File: config.mk
export PLATFORM = sky130hd
export DESIGN_NAME = frame_ctl_status
export DESIGN_NICKNAME = d
export VERILOG_FILES = /design/src/rtl/fcs_pkg.sv /design/src/rtl/fcs_byte_reg.sv /design/src/rtl/fcs_vsync_irq.sv /design/src/rtl/frame_ctl_status.sv
export SDC_FILE = /design/constraint.sdc
export NUM_CORES = 1
export LEC_CHECK = 0
export BUFFER_PORTS_ARGS = -buffer_cell sky130_fd_sc_hd__buf_2
export CAP_MARGIN = 40
export CELL_PAD_IN_SITES_DETAIL_PLACEMENT = 1
export CELL_PAD_IN_SITES_GLOBAL_PLACEMENT = 2
export CORE_AREA = 5 5 138 140
export DETAILED_ROUTE_END_ITERATION = 8
export DIE_AREA = 0 0 143 145
export PLACE_DENSITY_LB_ADDON = 0.1
export SLEW_MARGIN = 10
export SYNTH_ARGS = -nofsm -noshare
export SYNTH_HDL_FRONTEND = slang
export SYNTH_SLANG_ARGS = --single-unit
File: constraint.sdc
create_clock -name clk -period 3.4 [get_ports clk]
set_input_delay 0.68 -clock clk [delete_from_list [all_inputs] [get_ports clk]]
set_output_delay 0.68 -clock clk [all_outputs]
set_load 0.1 [all_outputs]
File: src/rtl/fcs_pkg.sv
package fcs_pkg;
  localparam int ADDR_W = 5;
  localparam int BYTE_W = 8;
  typedef logic [BYTE_W-1:0] byte_t;
  typedef logic [ADDR_W-1:0] ofs_t;

  localparam ofs_t OFS_CTRL     = 5'h10;
  localparam ofs_t OFS_STAT     = 5'h11;
  localparam ofs_t OFS_GP_FIRST = 5'h12;
  localparam ofs_t OFS_GP_LAST  = 5'h1F;
  localparam int   GP_COUNT     = int'(OFS_GP_LAST) - int'(OFS_GP_FIRST) + 1;

  localparam int    EN_BIT   = 7;
  localparam int    PEND_BIT = 7;
  localparam byte_t STAT_ID  = 8'h61;

  // Status view: fixed identification with the pending flag merged in.
  function automatic byte_t status_view(input logic pend);
    byte_t v;
    v = STAT_ID;
    v[PEND_BIT] = pend;
    return v;
  endfunction

  // Offsets below the control byte are unimplemented.
  function automatic logic is_low_ofs(input ofs_t a);
    return int'(a) < int'(OFS_CTRL);
  endfunction

  function automatic ofs_t gp_ofs(input int k);
    return ofs_t'(int'(OFS_GP_FIRST) + k);
  endfunction
endpackage

File: src/rtl/fcs_byte_reg.sv
module fcs_byte_reg #(
  parameter int W = 8
) (
  input  logic         clk,
  input  logic         rst_n,
  input  logic         we,
  input  logic [W-1:0] d,
  output logic [W-1:0] q
);
  always_ff @(posedge clk or negedge rst_n) begin
    if (!rst_n)  q <= '0;
    else if (we) q <= d;
  end
endmodule

File: src/rtl/fcs_vsync_irq.sv
module fcs_vsync_irq (
  input  logic clk,
  input  logic rst_n,
  input  logic frame_end,
  input  logic irq_en,
  input  logic ack,
  output logic pending
);
  logic raise_ev;
  assign raise_ev = frame_end & irq_en;

  always_ff @(posedge clk or negedge rst_n) begin
    if (!rst_n)        pending <= 1'b0;
    else if (raise_ev) pending <= 1'b1;
    else if (ack)      pending <= 1'b0;
  end


  pend_set_chk: assert property (@(posedge clk) disable iff (!rst_n)
    (frame_end && irq_en) |=> pending);

  ack_clr_chk: assert property (@(posedge clk) disable iff (!rst_n)
    (ack && !frame_end) |=> !pending);

  no_en_hold_chk: assert property (@(posedge clk) disable iff (!rst_n)
    (!irq_en && !ack) |=> $stable(pending));

  race_win_chk: assert property (@(posedge clk) disable iff (!rst_n)
    (frame_end && irq_en && ack) |=> pending);
endmodule

File: src/rtl/frame_ctl_status.sv
module frame_ctl_status
  import fcs_pkg::*;
(
  input  logic       clk,
  input  logic       rst_n,
  input  logic       bus_sel,
  input  logic       bus_wr,
  input  logic [4:0] bus_addr,
  input  logic [7:0] bus_wdata,
  output logic [7:0] bus_rdata,
  input  logic       frame_end,
  output logic       vsync_irq
);
  logic  wr_cyc, ctrl_wr, stat_wr;
  byte_t ctrl_q;
  byte_t gp_q [GP_COUNT];
  logic  pending;

  assign wr_cyc  = bus_sel & bus_wr;
  assign ctrl_wr = wr_cyc && (bus_addr == OFS_CTRL);
  assign stat_wr = wr_cyc && (bus_addr == OFS_STAT);

  fcs_byte_reg #(.W(BYTE_W)) u_ctrl (
    .clk(clk), .rst_n(rst_n), .we(ctrl_wr), .d(bus_wdata), .q(ctrl_q)
  );

  for (genvar k = 0; k < GP_COUNT; k++) begin : g_gp
    logic gp_wr;
    assign gp_wr = wr_cyc && (bus_addr == gp_ofs(k));
    fcs_byte_reg #(.W(BYTE_W)) u_gp (
      .clk(clk), .rst_n(rst_n), .we(gp_wr), .d(bus_wdata), .q(gp_q[k])
    );
  end

  fcs_vsync_irq u_irq (
    .clk(clk), .rst_n(rst_n), .frame_end(frame_end),
    .irq_en(ctrl_q[EN_BIT]), .ack(stat_wr), .pending(pending)
  );

  assign vsync_irq = pending;

  always_comb begin
    bus_rdata = '0;
    if (bus_addr == OFS_CTRL)      bus_rdata = ctrl_q;
    else if (bus_addr == OFS_STAT) bus_rdata = status_view(pending);
    else begin
      for (int k = 0; k < GP_COUNT; k++)
        if (bus_addr == gp_ofs(k)) bus_rdata = gp_q[k];
    end
  end


  stat_view_chk: assert property (@(posedge clk) disable iff (!rst_n)
    (bus_addr == OFS_STAT) |-> (bus_rdata[7] == vsync_irq && bus_rdata[6:0] == 7'h61));

  low_ofs_zero_chk: assert property (@(posedge clk) disable iff (!rst_n)
    is_low_ofs(bus_addr) |-> (bus_rdata == 8'h00));

  old_en_chk: assert property (@(posedge clk) disable iff (!rst_n)
    (frame_end && ctrl_wr && !ctrl_q[7] && !vsync_irq) |=> !vsync_irq);
endmodule

## After elaboration in Yosys (flattened, before gate mapping)

Index checks and enable logic that the tools add are counted.

- Equal/unequal tests: 16
- Multiplexer cells: 18
- Bitwise operators: 2
- Reduce and logical (&&, ||, !) cells: 17

Operators by type and width:

| cell | number |
|---|---|
| $mux W8 | 16 |
| $eq A5 B5 Y1 const B | 16 |
| $logic_and A1 B1 Y1 | 16 |
| $and A1 B1 Y1 | 2 |
| $mux W1 | 2 |
| $reduce_bool A2 Y1 | 1 |

- Bits in registers: 121
- Input bits: 18
- Output and inout bits: 9
- Logic and storage cells: 69

## Logic depth before layout (Yosys ltp)

Gate-level depths: netlist of run 1.

- Depth in word-level cells: 17
- Mapped depth: 8
- Depth with buffers taken out: 5

## Hierarchy

A second synthesis of run 1 with hierarchy kept.

- Cell total of the unflattened synthesis: 531
- Area total of the unflattened synthesis: 6696.4 µm²

Modules (own cells, without submodules):

| module | times used | cells each | area an instance (µm²) |
|---|---|---|---|
| fcs_byte_reg | 15 | 17 | 331.6 |
| frame_ctl_status | 1 | 272 | 1681.6 |
| fcs_vsync_irq | 1 | 4 | 41.3 |

## Least setup slack after synthesis of run 1

Ideal clock, no wire load.

- Path kind: input to output
- From: input port bus_addr[2]
- To: output port bus_rdata[2]
- Arrival time: 3.695 ns
- Required time: 2.720 ns
- Slack: -0.975 ns
- Stages on the path: 7
- Cells stage by stage: buf_2 -> buf_2 -> nor4b_1 -> a21oi_1 -> o31ai_1 -> a31oi_1 -> o21ai_0

- Word-level cells in the longest chain between the ends: 17
- Elaborated cells between the ends (all ways): 32
- Those cells by class: 16 x eq/ne; 16 x mux

Ends and longest elaborated chain:

| item | line | source |
|---|---|---|
| start: declaration | frame_ctl_status.sv:8 | `input logic [4:0] bus_addr,` |
| $eq A5 B5 Y1 | frame_ctl_status.sv:48 | `if (bus_addr == gp_ofs(k)) bus_rdata = gp_q[k];` |
| $mux W8 (14 in a row) | frame_ctl_status.sv:48 |  |
| $mux W8 | frame_ctl_status.sv:45 | `else if (bus_addr == OFS_STAT) bus_rdata = status_view(pending);` |
| $mux W8 * | frame_ctl_status.sv:44 | `if (bus_addr == OFS_CTRL) bus_rdata = ctrl_q;` |
| end: declaration | frame_ctl_status.sv:10 | `output logic [7:0] bus_rdata,` |

Mark *: on every way between the ends. The rest lies on a longest branch, timed or not.

## Worst setup path in the final report of run 1

- From: input port bus_addr[0]
- To: output port bus_rdata[2]

Same word-level chain as after synthesis.

==> out/results.env, run 1 <==
POST-CTS-SETUP-BUFFER-COUNT=0
FIRST_PASS_ITERS=4
CRIT_SLOWEST_CELL='sky130_fd_sc_hd__o31ai_1'
DIEAREA_UM2=20700
CP_TOP_FAMILY='compound AO/OA/AOI/OAI gates'
REG2REG_SETUP_SLACK_NS=2.61
VIASPERCELL=5.49
PORTBUFS=26
SYNTH_TOP_AREA_CELL='sky130_fd_sc_hd__dfrtp_1'
CTS.SINKS=121
WL_MM=18.5
ROUTE.VIAS.TOTAL=4288
P_TOTAL_mW=4.17
CTS_MADE_BUFFERS=17
ROUTEDWLPERCELL_UM=23.6
FIRST_GLOBAL_VIAS=4688
CTS_TREE='done'
TOP_LEVEL_PORTS=27
TIMING.CRITICAL_PATH.ARRIVAL_NS=2.57
SYNTH.LIB_CELLS_USED.DISTINCT=59
SYN_AREA_UM2=6060
ROUTE.ANTENNA.REMAINING_NETS=0
RR_STARTPOINT='g_gp[13].u_gp.q[6]'
POST_SYNTH_MAIN_AREA_CONTRIBUTORS='sky130_fd_sc_hd__dfrtp_1 (50%), sky130_fd_sc_hd__mux2_2 (23%), sky130_fd_sc_hd__o21ai_0 (2.0%)'
SLEW_HEADROOM_PCT=51.6
WORST_HOLD_SLACK_NS=0.228
HOLD_VIOLATION_COUNT_IN_THE_FINAL_REPORT=0
STDCELL_COUNT=781
GRT_SETUP_UNREPAIRED='no'
CLOCK_INSERTION_DELAY_WORST_SKEW_NS=0.42
TIMING.FINAL.CRIT_PERIOD_NS=3.25
MAX-VDD-IR-DROP_mV=0.335
FINAL_NETS=557
SYNTHFLOPTYPE='sky130_fd_sc_hd__dfrtp_1'
MAX-CAP-VIOLATIONS=0
ASYNC_FLOP_SHARE_PCT=100
FINALSETUPTNS_NS=0
CRITICAL_PATH.STARTPOINT='bus_addr[0]'
CELLS_TRAVERSED_ALONG_THE_WORST_TIMING_PATH='buf_2 > buf_4 > mux2i_1 > o211a_1 > o31ai_1 > a31oi_1 > o21ai_1 > buf_12'
FMAX_MHz=308
WORST_CLOCK_SKEW_NS=0.00264
FINAL_LAYOUT_SIZE_SUFFIX_GT1_SHARE_PCT=42.9
DP.CELLS=749
GRT_OVERFLOW=0
GROUTE.USAGE.OVERALL_PCT=18.8
ANTENNA_CELLS=0
CLOCKBUFFERDEPTH=2
SYNTH_TOP_AREA_SHARE_PCT=50.0
YOSYSWARNINGCOUNT=0
HP-CLASS='primary input to async pin'
POST_CTS_RESIZED=0
YOSYSSEQAREASHARE_PCT=50.0
MOSTFREQUENTLAYOUTCELL='sky130_fd_sc_hd__mux2_2'
CTS_ROOT_BUF='sky130_fd_sc_hd__clkbuf_16'
CTSHTREEMAXLEVEL=4
UTILIZATION_PCT=41.1
SYNTH_ENABLE_FLOP_CELLS=0
TIMING.SETUP.CRITICAL_PATH_CLASS='primary input to output pin'
WORST_R2R_PATH_DEPTH=1
CRITICAL_PATH_BUF_INV_COUNT=3
DETAILED_PLACE.AREA_UM2=6700
DIE-WIDTH_UM=143
FLOORPLAN.INITIALDENSITY_PCT=34.2
DIE_H_UM=145
DRT-INITIAL-DRC-COUNT=206
SLEW_VIOLATIONS=0
POWER.DENSITY_nW_PER_UM2=573
COREAREA_UM2=17700
FIN_WS_NS=0.152
SYN_TO_FINAL_GROWTH_PCT=20.2
WORST_SETUP_HOLD_PATH_CLK_SLEW_NS=0.06
SYNTH_AREA_PER_CELL_UM2=12.1
LAYOUT_COMMON_CELLS='sky130_fd_sc_hd__mux2_2 (126), sky130_fd_sc_hd__dfrtp_1 (121), sky130_fd_sc_hd__buf_4 (25)'
SETUP-VIOLATIONS-FINAL=0
LEAKAGEPOWER_nW=3.31
HPWL_MM=12.7
WORST_SLEW_PIN_SLEW_NS=0.724
SITE_ROWS=49
YOSYS_REGISTER_BITS=121
GLOBALPLACE.CONGESTION=0.810
CP-END-KIND='output pin'
HOLD_BUF_CTS=0
DRT_DRC_VIOLATIONS_LEFT=0
GRT_PASS1_WL_MM=29.3
TIMING.FINAL.CRIT_SHARE_PCT=95.5
GRT_MAX_DEGREE=85
POST-PLACE-WS_NS=0.164
PATH_MAX_FANOUT=12
CP-START-KIND='primary input'
RUN_STATUS='finished clean'
DESIGN_AREA_UM2=7280
SLOWEST_DELAY_NS=0.44
REQUIRED_NS=2.72
GRT_ANTENNA_BEFORE_REPAIR=0
SYNTHESIS.NETS=518
SYN_INST=500
TIMING.RR.END='g_gp[13].u_gp.q[6]'
[logic make-up (layout without fill, tap and decap cells)]
kind of cell           Yosys count  after routing  synth area share [%]
muxes                          137            137                  25.2
DFF                            121            121                  50.0
and+or+nand+nor                104            104                  10.1
AOI/OAI and AO/OA               97             97                  11.0
buffers and inverters           41             93                  3.72
[cells in the mapped netlist, types with 4 or more instances]
master	number
sky130_fd_sc_hd__nor2_1	16
sky130_fd_sc_hd__dfrtp_1	121
sky130_fd_sc_hd__mux2_2	126
sky130_fd_sc_hd__nand2b_1	6
sky130_fd_sc_hd__o21ai_0	24
sky130_fd_sc_hd__o221ai_1	4
sky130_fd_sc_hd__a221oi_1	5
sky130_fd_sc_hd__nand3_1	12
sky130_fd_sc_hd__buf_4	8
sky130_fd_sc_hd__and3_1	4
sky130_fd_sc_hd__nor3_1	9
sky130_fd_sc_hd__nor2b_1	4
sky130_fd_sc_hd__buf_6	4
sky130_fd_sc_hd__nand3_2	4
sky130_fd_sc_hd__a21oi_1	20
sky130_fd_sc_hd__buf_2	9
sky130_fd_sc_hd__nand2_1	24
sky130_fd_sc_hd__mux2i_1	11
sky130_fd_sc_hd__clkbuf_1	11
sky130_fd_sc_hd__a22o_1	4
sky130_fd_sc_hd__inv_1	6
[metal layers]
layer,routed length [um],GRT usage [%],up-vias
met4,257,4.80,0
met2,8870,28.8,64
met5,0,0,-
li1,-,-,1946
met3,577,4.05,18
met1,8750,27.0,2260
[registers in the layout, summed over array words and instances, names as in the netlist]
register,count
u_ctrl.q,8
g_gp.u_gp.q,112
u_irq.pending,1
[worst max-delay path by stage]
stage	end	slack, ns	depth (start not counted)
3_5_place_dp	bus_rdata[4]	0.16	9
6_report	bus_rdata[2]	0.15	8
3_3_place_gp	bus_rdata[4]	0.16	9
2_1_floorplan	bus_rdata[2]	-0.22	7
4_1_cts	bus_rdata[4]	0.17	9
5_1_grt	bus_rdata[4]	0.02	9
[final cells by class]
type / count / area, um2
Inverter: 6 / 22.5
Tap cell: 229 / 287
Sequential cell: 121 / 3030
Fill cell: 1884 / 10400
Clock buffer: 18 / 439
Clock inverter: 14 / 148
Timing Repair Buffer: 55 / 533
Multi-Input combinational cell: 338 / 2830
[report_power, final]
part,internal [mW],leakage (nW),total (mW),switching [mW]
clock network,1.10,0.287,1.81,0.710
registers,1.64,1.60,1.74,0.102
logic,0.280,1.43,0.626,0.345
total,3.02,3.31,4.17,1.16
Note: power is estimated with default switching activity, not from simulation.
==> inputs of run 2 (changes only) <==
- ABC_AREA: unset -> 1
- CORE_AREA: 5 5 138 140 -> 5 5 132 134
- DIE_AREA: 0 0 143 145 -> 0 0 137 139
- SLEW_MARGIN: 10 -> unset
==> out/results.env, run 2 <==
YOSYS.CELL_COUNT.TOP_TYPE='sky130_fd_sc_hd__nand2_1'
SYN_INST=677  # +35%
REG_TOP3='g_gp.u_gp.q (112), u_ctrl.q (8), u_irq.pending (1)'
HOLD_BUF_CTS=0  # unchanged
CTS_MADE_BUFFERS=17  # unchanged
FLOORPLAN.INITIALDENSITY_PCT=34.0  # -0.17 points
GRT_MAX_DEGREE=122  # +44%
FINAL_NETS=724  # +30%
DETAILED_PLACE.AREA_UM2=6010  # -10%
SYNTHFLOPTYPE='sky130_fd_sc_hd__dfrtp_1'
VIASPERCELL=4.83  # -12%
TOTAL_SWITCHING_POWER_mW=1.11  # -4.3%
GRT_SETUP_UNREPAIRED='no'
YOSYSSEQAREASHARE_PCT=55.0  # +5.1 points
CRIT_SLOWEST_CELL='sky130_fd_sc_hd__or2_2'
SITE_ROWS=47  # -4.1%
WORST_SETUP_HOLD_PATH_CLK_SLEW_NS=0.06  # about the same
SYNTH_TOP_AREA_SHARE_PCT=55.0  # +5.1 points
WL_MM=17.2  # -7.0%
SYN_TO_FINAL_GROWTH_PCT=20.5
CRITICAL_PATH.STARTPOINT='bus_addr[0]'
YOSYS_REGISTER_BITS=121  # unchanged
SYN_AREA_UM2=5500  # -9.2%
FIRST_GLOBAL_VIAS=4768  # +1.7%
ASYNC_FLOP_SHARE_PCT=100  # unchanged
ANTENNA_CELLS=0  # unchanged
CTS_TREE='done'
CELLS_TRAVERSED_ALONG_THE_WORST_TIMING_PATH='buf_2 > nor2_1 > nand3_2 > buf_4 > or2_2 > nand2_1 > nand4_1 > nor2_1 > nand3_1 > nand2_1 > nand3_1 > buf_12'
CLOCKBUFFERDEPTH=2  # unchanged
REQUIRED_NS=2.72  # about the same
SEQPWRFRAC_PCT=42.8  # +1.2 points
POWER.DENSITY_nW_PER_UM2=613  # +7.0%
WORST_R2R_PATH_DEPTH=2  # +1
GLOBALPLACE.CONGESTION=0.802  # -1.0%
FMAX_MHz=308  # about the same
CLOCK_INSERTION_DELAY_WORST_SKEW_NS=0.42  # about the same
DESIGN_AREA_UM2=6630  # -8.9%
SYNTH.LIB_CELLS_USED.DISTINCT=20  # -66%
YS_TOP_CELLS_BY_COUNT='sky130_fd_sc_hd__nand2_1 (253), sky130_fd_sc_hd__dfrtp_1 (121), sky130_fd_sc_hd__o21ai_0 (121), sky130_fd_sc_hd__inv_1 (49), sky130_fd_sc_hd__nor2_1 (38)'
CTSHTREEMAXLEVEL=4  # unchanged
POST-CTS-SETUP-BUFFER-COUNT=0  # unchanged
MAX-CAP-VIOLATIONS=0  # unchanged
TOP_LEVEL_PORTS=27  # unchanged
TIMING.RR.END='g_gp[0].u_gp.q[7]'
FIRST_PASS_ITERS=4  # unchanged
HP-CLASS='primary input to async pin'
LEAKAGEPOWER_nW=3.05  # -7.8%
FILLERINSTANCES=1922  # +2.0%
TIMING.CRITICAL_PATH.ARRIVAL_NS=2.57  # about the same
HPWL_MM=11.6  # -8.6%
GRT_ANTENNA_BEFORE_REPAIR=2  # +2
PATH_MAX_FANOUT=7  # -5
SYNTHESIS.NETS=695  # +34%
RR_STARTPOINT='g_gp[0].u_gp.q[7]'
WORST_SLEW_PIN_SLEW_NS=0.728  # +0.00411 ns
CELLINTERNALPOWER_mW=2.96  # -1.9%
COREAREA_UM2=16200  # -8.7%
POST_SYNTH_MAIN_AREA_CONTRIBUTORS='sky130_fd_sc_hd__dfrtp_1 (55%), sky130_fd_sc_hd__nand2_1 (17%), sky130_fd_sc_hd__o21ai_0 (11%)'
GRT_PASS1_WL_MM=27.8  # -5.1%
DRT-INITIAL-DRC-COUNT=228  # +11%
CTS_ROOT_BUF='sky130_fd_sc_hd__clkbuf_16'
SLOWEST_DELAY_NS=0.26  # -0.18 ns
RUN_STATUS='finished clean'
MAX-VDD-IR-DROP_mV=0.350  # +4.6%
SLEW_VIOLATIONS=0  # unchanged
SYNTH_AREA_PER_CELL_UM2=8.13  # -33%
LARGEST_REGISTER='g_gp.u_gp.q'
DIE_H_UM=139  # -4.1%
TIMING.SETUP.CRITICAL_PATH_CLASS='primary input to output pin'
ROUTE.VIAS.TOTAL=4536  # +5.8%
FINAL_LAYOUT_SIZE_SUFFIX_GT1_SHARE_PCT=12.9  # -30 points
HOLD_VIOLATION_COUNT_IN_THE_FINAL_REPORT=0  # unchanged
GRT_OVERFLOW=0  # unchanged
LARGEST_REGISTER_FF_COUNT=112  # unchanged
CP-END-KIND='output pin'
DRT_DRC_VIOLATIONS_LEFT=0  # unchanged
SETUP-VIOLATIONS-FINAL=0  # unchanged
P_CLK_SHARE_PCT=45.6  # +2.2 points
REG2REG_SETUP_SLACK_NS=2.66  # +0.05 ns
CP-START-KIND='primary input'
SYNTH_ENABLE_FLOP_CELLS=0  # unchanged
ROUTEDWLPERCELL_UM=18.3  # -23%
MOSTFREQUENTLAYOUTCELL='sky130_fd_sc_hd__nand2_1'
GROUTE.USAGE.OVERALL_PCT=19.3  # +0.57 points
TIMING.FINAL.CRIT_PERIOD_NS=3.25  # -0.000594 ns
FINALSETUPTNS_NS=0  # unchanged
P_COMB_SHARE_PCT=11.6  # -3.4 points
SLEW_HEADROOM_PCT=51.4  # -0.12 points
LAYOUT_COMMON_CELLS='sky130_fd_sc_hd__nand2_1 (252), sky130_fd_sc_hd__o21ai_0 (121), sky130_fd_sc_hd__dfrtp_1 (121)'
CTS.SINKS=121  # unchanged
ROUTE.ANTENNA.REMAINING_NETS=0  # unchanged
NETSWITCHINGFRACTION_PCT=27.2  # -0.51 points
SYNTH_TOP_AREA_CELL='sky130_fd_sc_hd__dfrtp_1'
TIMING.FINAL.CRIT_SHARE_PCT=95.5  # about the same
DIE-WIDTH_UM=137  # -4.2%
YOSYSWARNINGCOUNT=0  # unchanged
WORST_CLOCK_SKEW_NS=0.00548  # +0.00284 ns
PORTBUFS=26  # unchanged
DIEAREA_UM2=19000  # -8.2%
run 2: changes by cell type in the layout (fill, tap and decap cells not counted), moves of 11 or more:
cell and delta:
sky130_fd_sc_hd__o21ai_0 +100, sky130_fd_sc_hd__mux2i_1 -11, sky130_fd_sc_hd__nand4_1 +18, sky130_fd_sc_hd__buf_4 -16, sky130_fd_sc_hd__nor2_1 +18, sky130_fd_sc_hd__nand2_1 +228, sky130_fd_sc_hd__inv_1 +43, sky130_fd_sc_hd__a21oi_1 -11
sky130_fd_sc_hd__mux2_2 -126
run 2: worst max path at each step:
stage / to / slack, ns / cells past startpoint
final: bus_rdata[7] / 0.15 / 12
after global routing: bus_rdata[7] / 0.006 / 12
after CTS: bus_rdata[5] / 0.09 / 15
after detailed placement: bus_rdata[7] / 0.01 / 13
after global placement: bus_rdata[7] / -0.06 / 13
after floorplan: bus_rdata[1] / 0.30 / 11
run 2: cell families after synthesis:
family                 Yosys count  share of synthesized area, %
buffers and inverters           75                          5.23
flip-flops                     121                          55.0
AO/OA/AOI/OAI                  132                          12.0
AND/OR/NAND/NOR                349                          27.7
run 2: power by group through the flow:
stage / combinational [mW] / clock, mW / sequential, mW
6_report: 0.471 / 1.86 / 1.74
4_1_cts: 0.480 / 1.91 / 1.74
2_1_floorplan: 0.277 / 0 / 1.75
3_5_place_dp: 0.479 / 0 / 1.76
3_3_place_gp: 0.464 / 0 / 1.76
5_1_grt: 0.534 / 1.97 / 1.76
run 2: repair_timing:
| item | 4_1_cts | 5_1_grt |
|---|---|---|
| gates resized for setup | 1 | 5 |
| setup endpoints to repair | 1 | 3 |
| pin swaps | 0 | 1 |
run 2: per-layer routing:
layer	track usage, %	part of all wire [%]
met1	27.6	49
met2	29.2	46
met3	4.79	3.1
met4	5.25	1.3
met5	0	0.16
run 2: area by class of cell:
| cell class | count | area (um2) | area share [%] |
|---|---|---|---|
| Clock buffer | 19 | 453 | 6.83 |
| Timing Repair Buffer | 35 | 333 | 5.02 |
| Clock inverter | 13 | 151 | 2.28 |
| Sequential cell | 121 | 3030 | 45.7 |
| Tap cell | 220 | 275 | 4.15 |
| Multi-Input combinational cell | 481 | 2200 | 33.2 |
| Inverter | 50 | 188 | 2.83 |
run 2: worst max-delay path: cells and delay by family:
kind	cells	cell delay [ns]
AND/OR/NAND/NOR	9	1.32
buffers and inverters	3	0.55
run 2: per-stage QoR:
step                hold slack, ns  power [mW]  setup slack [ns]  utilization [%]  std cells
floorplan                    0.384        2.03             0.300                -        677
global placement             0.459        2.22           -0.0641             37.2        907
detailed placement           0.469        2.24            0.0132             37.2        907
CTS                          0.382        4.13            0.0886             40.9        939
global route                 0.389        4.27           0.00575             41.0        939
finish                       0.311        4.07             0.153             41.0        939
